$ cat src/rtl/lcdt_pkg.sv
package lcdt_pkg;

    typedef enum logic {
        FMT_RGB565 = 1'b0,
        FMT_RGB888 = 1'b1
    } pix_fmt_e;

    function automatic int unsigned ticks_per_pix(pix_fmt_e f);
        return (f == FMT_RGB888) ? 32'd3 : 32'd2;
    endfunction

endpackage

$ cat src/rtl/lcdt_timebase.sv
module lcdt_timebase
    import lcdt_pkg::*;
#(
    parameter int unsigned LINE_PIX    = 336,
    parameter int unsigned HS_PIX      = 2,
    parameter int unsigned VS_PIX      = 2,
    parameter int unsigned ACT_LINES   = 240,
    parameter int unsigned BLANK_LINES = 4,
    parameter int unsigned HW          = $clog2(LINE_PIX * 3),
    parameter int unsigned VW          = $clog2(ACT_LINES + BLANK_LINES)
) (
    input  logic          clk_i,
    input  logic          rst_ni,
    input  logic          en_i,
    input  pix_fmt_e      fmt_i,
    output logic          run_o,
    output logic [HW-1:0] h_o,
    output logic [VW-1:0] v_o,
    output logic          hs_o,
    output logic          vs_o
);

    localparam int unsigned VTOT = ACT_LINES + BLANK_LINES;
    localparam int unsigned VCW  = $clog2(VS_PIX * 3 + 1);
    localparam logic [VW-1:0] V_LAST = VW'(VTOT - 1);

    typedef struct packed {
        logic           run;
        logic [HW-1:0]  h;
        logic [VW-1:0]  v;
        logic [VCW-1:0] vsc;
    } tb_state_t;

    tb_state_t st_d, st_q;

    int unsigned   tpp;
    logic [HW-1:0] htot_m1;
    logic [HW-1:0] hs_t;
    logic [VCW-1:0] vs_t;

    always_comb begin
        tpp     = ticks_per_pix(fmt_i);
        htot_m1 = HW'(LINE_PIX * tpp - 1);
        hs_t    = HW'(HS_PIX * tpp);
        vs_t    = VCW'(VS_PIX * tpp);
        st_d    = st_q;
        if (!en_i) begin
            st_d = '0;
        end else if (!st_q.run) begin
            // start one tick before line 0 so vertical sync leads
            st_d.run = 1'b1;
            st_d.h   = htot_m1;
            st_d.v   = V_LAST;
            st_d.vsc = vs_t;
        end else begin
            if (st_q.h == htot_m1) begin
                st_d.h = '0;
                st_d.v = (st_q.v == V_LAST) ? '0 : st_q.v + 1'b1;
            end else begin
                st_d.h = st_q.h + 1'b1;
            end
            if ((st_q.h == htot_m1 - 1'b1) && (st_q.v == V_LAST)) begin
                st_d.vsc = vs_t;
            end else if (st_q.vsc != '0) begin
                st_d.vsc = st_q.vsc - 1'b1;
            end
        end
    end

    always_ff @(posedge clk_i or negedge rst_ni) begin
        if (!rst_ni) begin
            st_q <= '0;
        end else begin
            st_q <= st_d;
        end
    end

    assign run_o = st_q.run;
    assign h_o   = st_q.h;
    assign v_o   = st_q.v;
    assign hs_o  = st_q.run && (st_q.h < hs_t);
    assign vs_o  = st_q.run && (st_q.vsc != '0);

    AST_H_BOUND: assert property (@(posedge clk_i) disable iff (!rst_ni)
        run_o |-> (h_o <= htot_m1));

    AST_VS_AT_SEAM: assert property (@(posedge clk_i) disable iff (!rst_ni)
        vs_o |-> ((v_o == V_LAST) || (v_o == '0)));

endmodule

$ cat src/rtl/lcdt_window.sv
module lcdt_window
    import lcdt_pkg::*;
#(
    parameter int unsigned ACT_PIX     = 320,
    parameter int unsigned ACT_LINES   = 240,
    parameter int unsigned BLANK_LINES = 4,
    parameter int unsigned START_PIX   = 7,
    parameter int unsigned DLY_565     = 3,
    parameter int unsigned DLY_888     = 5,
    parameter int unsigned HW          = 10,
    parameter int unsigned VW          = 8,
    parameter int unsigned PXW         = $clog2(ACT_PIX),
    parameter int unsigned LNW         = $clog2(ACT_LINES)
) (
    input  logic           clk_i,
    input  logic           rst_ni,
    input  logic           run_i,
    input  logic [HW-1:0]  h_i,
    input  logic [VW-1:0]  v_i,
    input  pix_fmt_e       fmt_i,
    output logic           de_o,
    output logic [PXW-1:0] pix_o,
    output logic [LNW-1:0] line_o,
    output logic [1:0]     phase_o
);

    localparam logic [VW-1:0] TOP_V = VW'(BLANK_LINES / 2);
    localparam logic [VW-1:0] BOT_V = VW'(BLANK_LINES / 2 + ACT_LINES);

    typedef struct packed {
        logic [1:0]     sub;
        logic [PXW-1:0] px;
    } win_state_t;

    win_state_t ws_d, ws_q;

    int unsigned   tpp;
    logic [HW-1:0] st_h;
    logic [HW-1:0] end_h;
    logic [1:0]    sub_last;
    logic          hwin;
    logic          vwin;

    always_comb begin
        tpp      = ticks_per_pix(fmt_i);
        st_h     = HW'(START_PIX * tpp + ((fmt_i == FMT_RGB888) ? DLY_888 : DLY_565));
        end_h    = HW'(START_PIX * tpp + ((fmt_i == FMT_RGB888) ? DLY_888 : DLY_565)
                       + ACT_PIX * tpp);
        sub_last = 2'(tpp - 1);
        hwin     = (h_i >= st_h) && (h_i < end_h);
        vwin     = (v_i >= TOP_V) && (v_i < BOT_V);
        ws_d     = ws_q;
        if (!run_i || (h_i == st_h - 1'b1)) begin
            ws_d = '0;
        end else if (hwin && (h_i != end_h - 1'b1)) begin
            if (ws_q.sub == sub_last) begin
                ws_d.sub = '0;
                ws_d.px  = ws_q.px + 1'b1;
            end else begin
                ws_d.sub = ws_q.sub + 1'b1;
            end
        end
    end

    always_ff @(posedge clk_i or negedge rst_ni) begin
        if (!rst_ni) begin
            ws_q <= '0;
        end else begin
            ws_q <= ws_d;
        end
    end

    assign de_o    = run_i && hwin && vwin;
    assign pix_o   = de_o ? ws_q.px : '0;
    assign phase_o = de_o ? ws_q.sub : '0;
    assign line_o  = de_o ? LNW'(v_i - TOP_V) : '0;

    AST_PHASE_BOUND: assert property (@(posedge clk_i) disable iff (!rst_ni)
        de_o |-> (phase_o <= sub_last));

    AST_PIX_STEP: assert property (@(posedge clk_i) disable iff (!rst_ni)
        (de_o && $past(de_o) && (phase_o == 2'd0)) |-> (pix_o == $past(pix_o) + 1'b1));

endmodule

$ cat src/rtl/lcd_sync_gen.sv
module lcd_sync_gen
    import lcdt_pkg::*;
#(
    parameter int unsigned ACT_PIX     = 320,
    parameter int unsigned ACT_LINES   = 240,
    parameter int unsigned LINE_PIX    = 336,
    parameter int unsigned HS_PIX      = 2,
    parameter int unsigned VS_PIX      = 2,
    parameter int unsigned START_PIX   = 7,
    parameter int unsigned BLANK_LINES = 4,
    parameter int unsigned DLY_565     = 3,
    parameter int unsigned DLY_888     = 5,
    localparam int unsigned PXW        = $clog2(ACT_PIX),
    localparam int unsigned LNW        = $clog2(ACT_LINES)
) (
    input  logic           clk_i,
    input  logic           rst_ni,
    input  logic           en_i,
    input  logic           fmt_i,
    output logic           hs_no,
    output logic           vs_no,
    output logic           de_o,
    output logic [PXW-1:0] pix_o,
    output logic [LNW-1:0] line_o,
    output logic [1:0]     phase_o
);

    localparam int unsigned HW = $clog2(LINE_PIX * 3);
    localparam int unsigned VW = $clog2(ACT_LINES + BLANK_LINES);

    typedef struct packed {
        pix_fmt_e fmt;
    } cfg_state_t;

    cfg_state_t cfg_d, cfg_q;

    always_comb begin
        cfg_d = cfg_q;
        if (!en_i) begin
            cfg_d.fmt = pix_fmt_e'(fmt_i);
        end
    end

    always_ff @(posedge clk_i or negedge rst_ni) begin
        if (!rst_ni) begin
            cfg_q <= '{fmt: FMT_RGB565};
        end else begin
            cfg_q <= cfg_d;
        end
    end

    logic          run;
    logic [HW-1:0] h_cnt;
    logic [VW-1:0] v_cnt;
    logic          hs_act;
    logic          vs_act;

    lcdt_timebase #(
        .LINE_PIX    (LINE_PIX),
        .HS_PIX      (HS_PIX),
        .VS_PIX      (VS_PIX),
        .ACT_LINES   (ACT_LINES),
        .BLANK_LINES (BLANK_LINES),
        .HW          (HW),
        .VW          (VW)
    ) u_timebase (
        .clk_i  (clk_i),
        .rst_ni (rst_ni),
        .en_i   (en_i),
        .fmt_i  (cfg_q.fmt),
        .run_o  (run),
        .h_o    (h_cnt),
        .v_o    (v_cnt),
        .hs_o   (hs_act),
        .vs_o   (vs_act)
    );

    lcdt_window #(
        .ACT_PIX     (ACT_PIX),
        .ACT_LINES   (ACT_LINES),
        .BLANK_LINES (BLANK_LINES),
        .START_PIX   (START_PIX),
        .DLY_565     (DLY_565),
        .DLY_888     (DLY_888),
        .HW          (HW),
        .VW          (VW),
        .PXW         (PXW),
        .LNW         (LNW)
    ) u_window (
        .clk_i   (clk_i),
        .rst_ni  (rst_ni),
        .run_i   (run),
        .h_i     (h_cnt),
        .v_i     (v_cnt),
        .fmt_i   (cfg_q.fmt),
        .de_o    (de_o),
        .pix_o   (pix_o),
        .line_o  (line_o),
        .phase_o (phase_o)
    );

    assign hs_no = !hs_act;
    assign vs_no = !vs_act;

    AST_IDLE_QUIET: assert property (@(posedge clk_i) disable iff (!rst_ni)
        !en_i |=> (hs_no && vs_no && !de_o));

    AST_FMT_FROZEN: assert property (@(posedge clk_i) disable iff (!rst_ni)
        en_i |=> $stable(cfg_q.fmt));

    AST_VS_LEADS_HS: assert property (@(posedge clk_i) disable iff (!rst_ni)
        ($fell(vs_no) && en_i) |=> $fell(hs_no));

    AST_NO_DE_IN_SYNC: assert property (@(posedge clk_i) disable iff (!rst_ni)
        !hs_no |-> !de_o);

endmodule

$ cat config.mk
export PLATFORM = sky130hd
export DESIGN_NAME = lcd_sync_gen
export DESIGN_NICKNAME = d
export VERILOG_FILES = /design/src/rtl/lcdt_pkg.sv /design/src/rtl/lcdt_timebase.sv /design/src/rtl/lcdt_window.sv /design/src/rtl/lcd_sync_gen.sv
export SDC_FILE = /design/constraint.sdc
export NUM_CORES = 1
export LEC_CHECK = 0
export ABC_CLOCK_PERIOD_IN_PS = 2570
export BUFFER_PORTS_ARGS = -buffer_cell sky130_fd_sc_hd__buf_2
export CORE_UTILIZATION = 30
export DETAILED_ROUTE_END_ITERATION = 6
export MAX_ROUTING_LAYER = met4
export SLEW_MARGIN = 40
export SYNTH_ARGS = -nofsm -noshare
export SYNTH_HDL_FRONTEND = slang
export SYNTH_SLANG_ARGS = --single-unit
$ cat constraint.sdc
create_clock -name clk_i -period 2.57 [get_ports clk_i]
set_input_delay 0.1285 -clock clk_i [delete_from_list [all_inputs] [get_ports clk_i]]
set_output_delay 0.1285 -clock clk_i [all_outputs]
set_load 0.01 [all_outputs]
==> impl_metrics.json <==
{
  "status": "finished clean",
  "place.gp.congestion": 0.806,
  "min_period_over_period_pct": 93.6,
  "chipWidth_um": 91.0,
  "cp.required_ns": 2.44,
  "drtAntennaViolNets": 0,
  "regArea_um2": 852,
  "clockBufferDepth": 2,
  "first_global_vias": 1898,
  "cts_tree": "built",
  "crit_type": "flop to output pin",
  "ys_ff_latch": 34,
  "syn_area_um2": 2370,
  "core_um2": 7690,
  "path_clk_slew_ns": 0.07,
  "end_kind": "output pin",
  "p_per_area_nw_per_um2": 471,
  "cp_slowest_cell": "dfrtp_1",
  "wl_per_cell_um": 12.6,
  "wl_um": 5370,
  "crit_path_cell_trace": "ha_4 -> and4bb_2 -> inv_2 -> o211ai_4 -> nand2_2 -> nor3_4 -> buf_6 -> and2_1 -> buf_2",
  "synth.largest_area_cell": "dfrtp_1",
  "ys_async_sr_fraction_pct": 100,
  "rows": 32,
  "fillers": 806,
  "ys_seq_area_share_pct": 35.8,
  "io_pins": 26,
  "multiInputGateArea_um2": 1430,
  "synth.area.top_cells": "dfrtp_1, ha_1, a21oi_1, nand3_1, nand2_1",
  "fin_crit_ns": 2.41,
  "dieArea_um2": 8270,
  "drive_gt1_share_pct": 20.7,
  "syn-mean-instance-area_um2": 8.33,
  "first_pass_iters": 4,
  "hold_path_class": "input pin to flop",
  "setup_violations": 0,
  "grt_overflow": 0,
  "cp-start-kind": "flop",
  "drc": 0,
  "via_per_inst": 4.99,
  "start_util_pct": 30.9,
  "diodes": 0,
  "drt_iter0_markers": 125,
  "worstHoldStart": "en_i",
  "grt_setup_unrepaired": "no",
  "stdcell_count": 426,
  "ir_worst_vdd_uv": 197,
  "reg2reg_from": "cfg_q",
  "cts.sinks": 34,
  "holdPathStages": 1,
  "r2r_end": "u_window.ws_q[5]",
  "hold_violations": 0,
  "placed_cells": 411,
  "synth_cells": 285,
  "cts-htree-levels": 2,
  "slew_viol_final": 0,
  "crit_fanout": 7,
  "synth_edf_count": 0,
  "cts_root_buf": "clkbuf_8",
  "max_slew.worst_pin.slew_ns": 0.520,
  "rrSetupSlack_ns": 0.19,
  "nets": 342,
  "syn_nets": 304,
  "min_to": "u_timebase.run_o",
  "synth_most_common_cell": "dfrtp_1",
  "arrival_ns": 2.28,
  "power.leakage_uw": 0.00127,
  "antenna_found_initial": 0,
  "cts_buffers": 5,
  "grt_max_degree": 35,
  "hpwl_um": 3810,
  "max_freq_ghz": 0.415,
  "synthTopCellsByCount": "dfrtp_1, a21oi_1, nand2_1",
  "setup_tns_ns": 0,
  "critical-path-max-stage-delay_ns": 0.43,
  "yosysTopAreaCellShare_pct": 35.8,
  "route.vias.total": 2127,
  "skew_ns": 0.00503,
  "maxCapViolCount": 0,
  "synthFlopType": "dfrtp_1",
  "slew_headroom_pct": 65.0,
  "reg2regPathDepth": 10,
  "clkLatencyLatePin_ns": 0.29,
  "grt_pass1_wl_um": 8920,
  "track_usage_pct": 13.9,
  "synth_cell_types": 42,
  "port_buffers": 25,
  "yosys_warnings": 0,
  "fp.dieH_um": 91.0,
  "syn2layout_area_growth_pct": 20.5
}
-- timing repair --
item | CTS | global route
endpoints found under the hold margin | 34 | 0
hold buffers | 1 | 0
gates cloned | 0 | 1
setup buffers | 0 | 5
pin swaps | 0 | 5
setup endpoints to repair | 12 | 25
resized for setup | 1 | 12
-- worst max-delay path by stage --
stage                            startpoint               end  slack, ns
after detailed placement              cfg_q  u_window.ws_q[5]       0.19
after CTS                             cfg_q          pix_o[7]       0.02
after global routing                  cfg_q          pix_o[1]      0.008
after global placement                cfg_q  u_window.ws_q[5]       0.23
after floorplan                       cfg_q  u_window.ws_q[7]       0.24
final                     u_timebase.h_o[3]          pix_o[7]       0.16
-- per-stage QoR --
step | power [µW] | setup slack [ns] | hold slack [ns] | utilization (%) | instance area, µm²
4_1_cts | 1330 | 0.0238 | 0.0382 | 35.9 | 2760
5_1_grt | 1430 | 0.00849 | 0.0538 | 37.2 | 2860
2_1_floorplan | 815 | 0.242 | -0.167 | - | 2370
3_3_place_gp | 905 | 0.234 | 0.267 | 34.5 | 2660
3_5_place_dp | 913 | 0.187 | 0.256 | 34.5 | 2660
6_report | 1350 | 0.163 | 0.0454 | 37.2 | 2860
-- state kept, by name, summed over array words and instances (netlist names) --
| signal | cells |
|---|---|
| cfg_q | 1 |
| u_timebase.h_o | 10 |
| u_timebase.run_o | 1 |
| u_timebase.st_q | 3 |
| u_timebase.v_o | 8 |
| u_window.ws_q | 11 |
-- metal layers --
| layer | wire length, µm | part of all wire [%] | GRT usage [%] |
|---|---|---|---|
| met1 | 2720 | 51 | 18.6 |
| met2 | 2370 | 44 | 21.0 |
| met3 | 190 | 3.5 | 2.85 |
| met4 | 87 | 1.6 | 4.76 |
| met5 | 0 | 0 | - |
-- power by group --
part	total (µW)	switching, µW	internal, µW
Sequential	607	40.1	567
Clock	413	197	216
Combinational	327	181	146
Total	1350	418	928
-- kinds of logic (layout without fill, tap and decap cells) --
family / after synthesis / in the layout / share of synthesized area (%)
simple gates: 130 / 130 / 30.1
mux: 3 / 3 / 1.27
compound gates: 58 / 58 / 13.8
buf+inv: 31 / 70 / 5.90
xor+xnor: 14 / 14 / 5.17
flops: 34 / 34 / 35.8
fa+ha+maj: 15 / 15 / 7.91
-- worst max-delay path: cells and delay by family (launching register included) --
family,cells,cell delay (ns)
AO/OA/AOI/OAI,1,0.17
buffers and inverters,3,0.34
AND/OR/NAND/NOR,4,0.77
adder cells (fa/ha/maj),1,0.29
flip-flops,1,0.43
-- final cells by class --
class,instances,share of cell area [%]
inverter,15,1.97
clock buffer,7,3.02
multi-input combinational,220,50.0
tap,102,4.46
timing repair buffer,47,10.6
sequential,34,29.8
clock inverter,1,0.175
-- layout by cell type, fill, tap and decap left out, drive strengths merged --
cell type,netlist,final
nor2b,4,4
nor3b,3,3
a21oi,30,30
o21a,1,1
nor4b,1,1
nor3,9,9
dfrtp,34,34
and3,5,5
clkinv,1,2
a31oi,2,2
or3b,2,2
nand2,25,25
and4bb,1,1
xnor2,9,9
nand3,20,20
nor4,8,8
nand3b,1,1
clkbuf,6,7
o31ai,4,4
dlygate4sd3,0,1
buf,10,46
nor2,15,15
or4,4,4
a21o,2,2
o2111ai,1,1
or3,8,8
nand4,5,5
mux2i,3,3
o211ai,2,2
and2,12,12
inv,14,14
nand4b,1,1
nand2b,6,6
o21ai,16,16
xor2,5,5
ha,15,15
(Power assumes the default switching activity.)
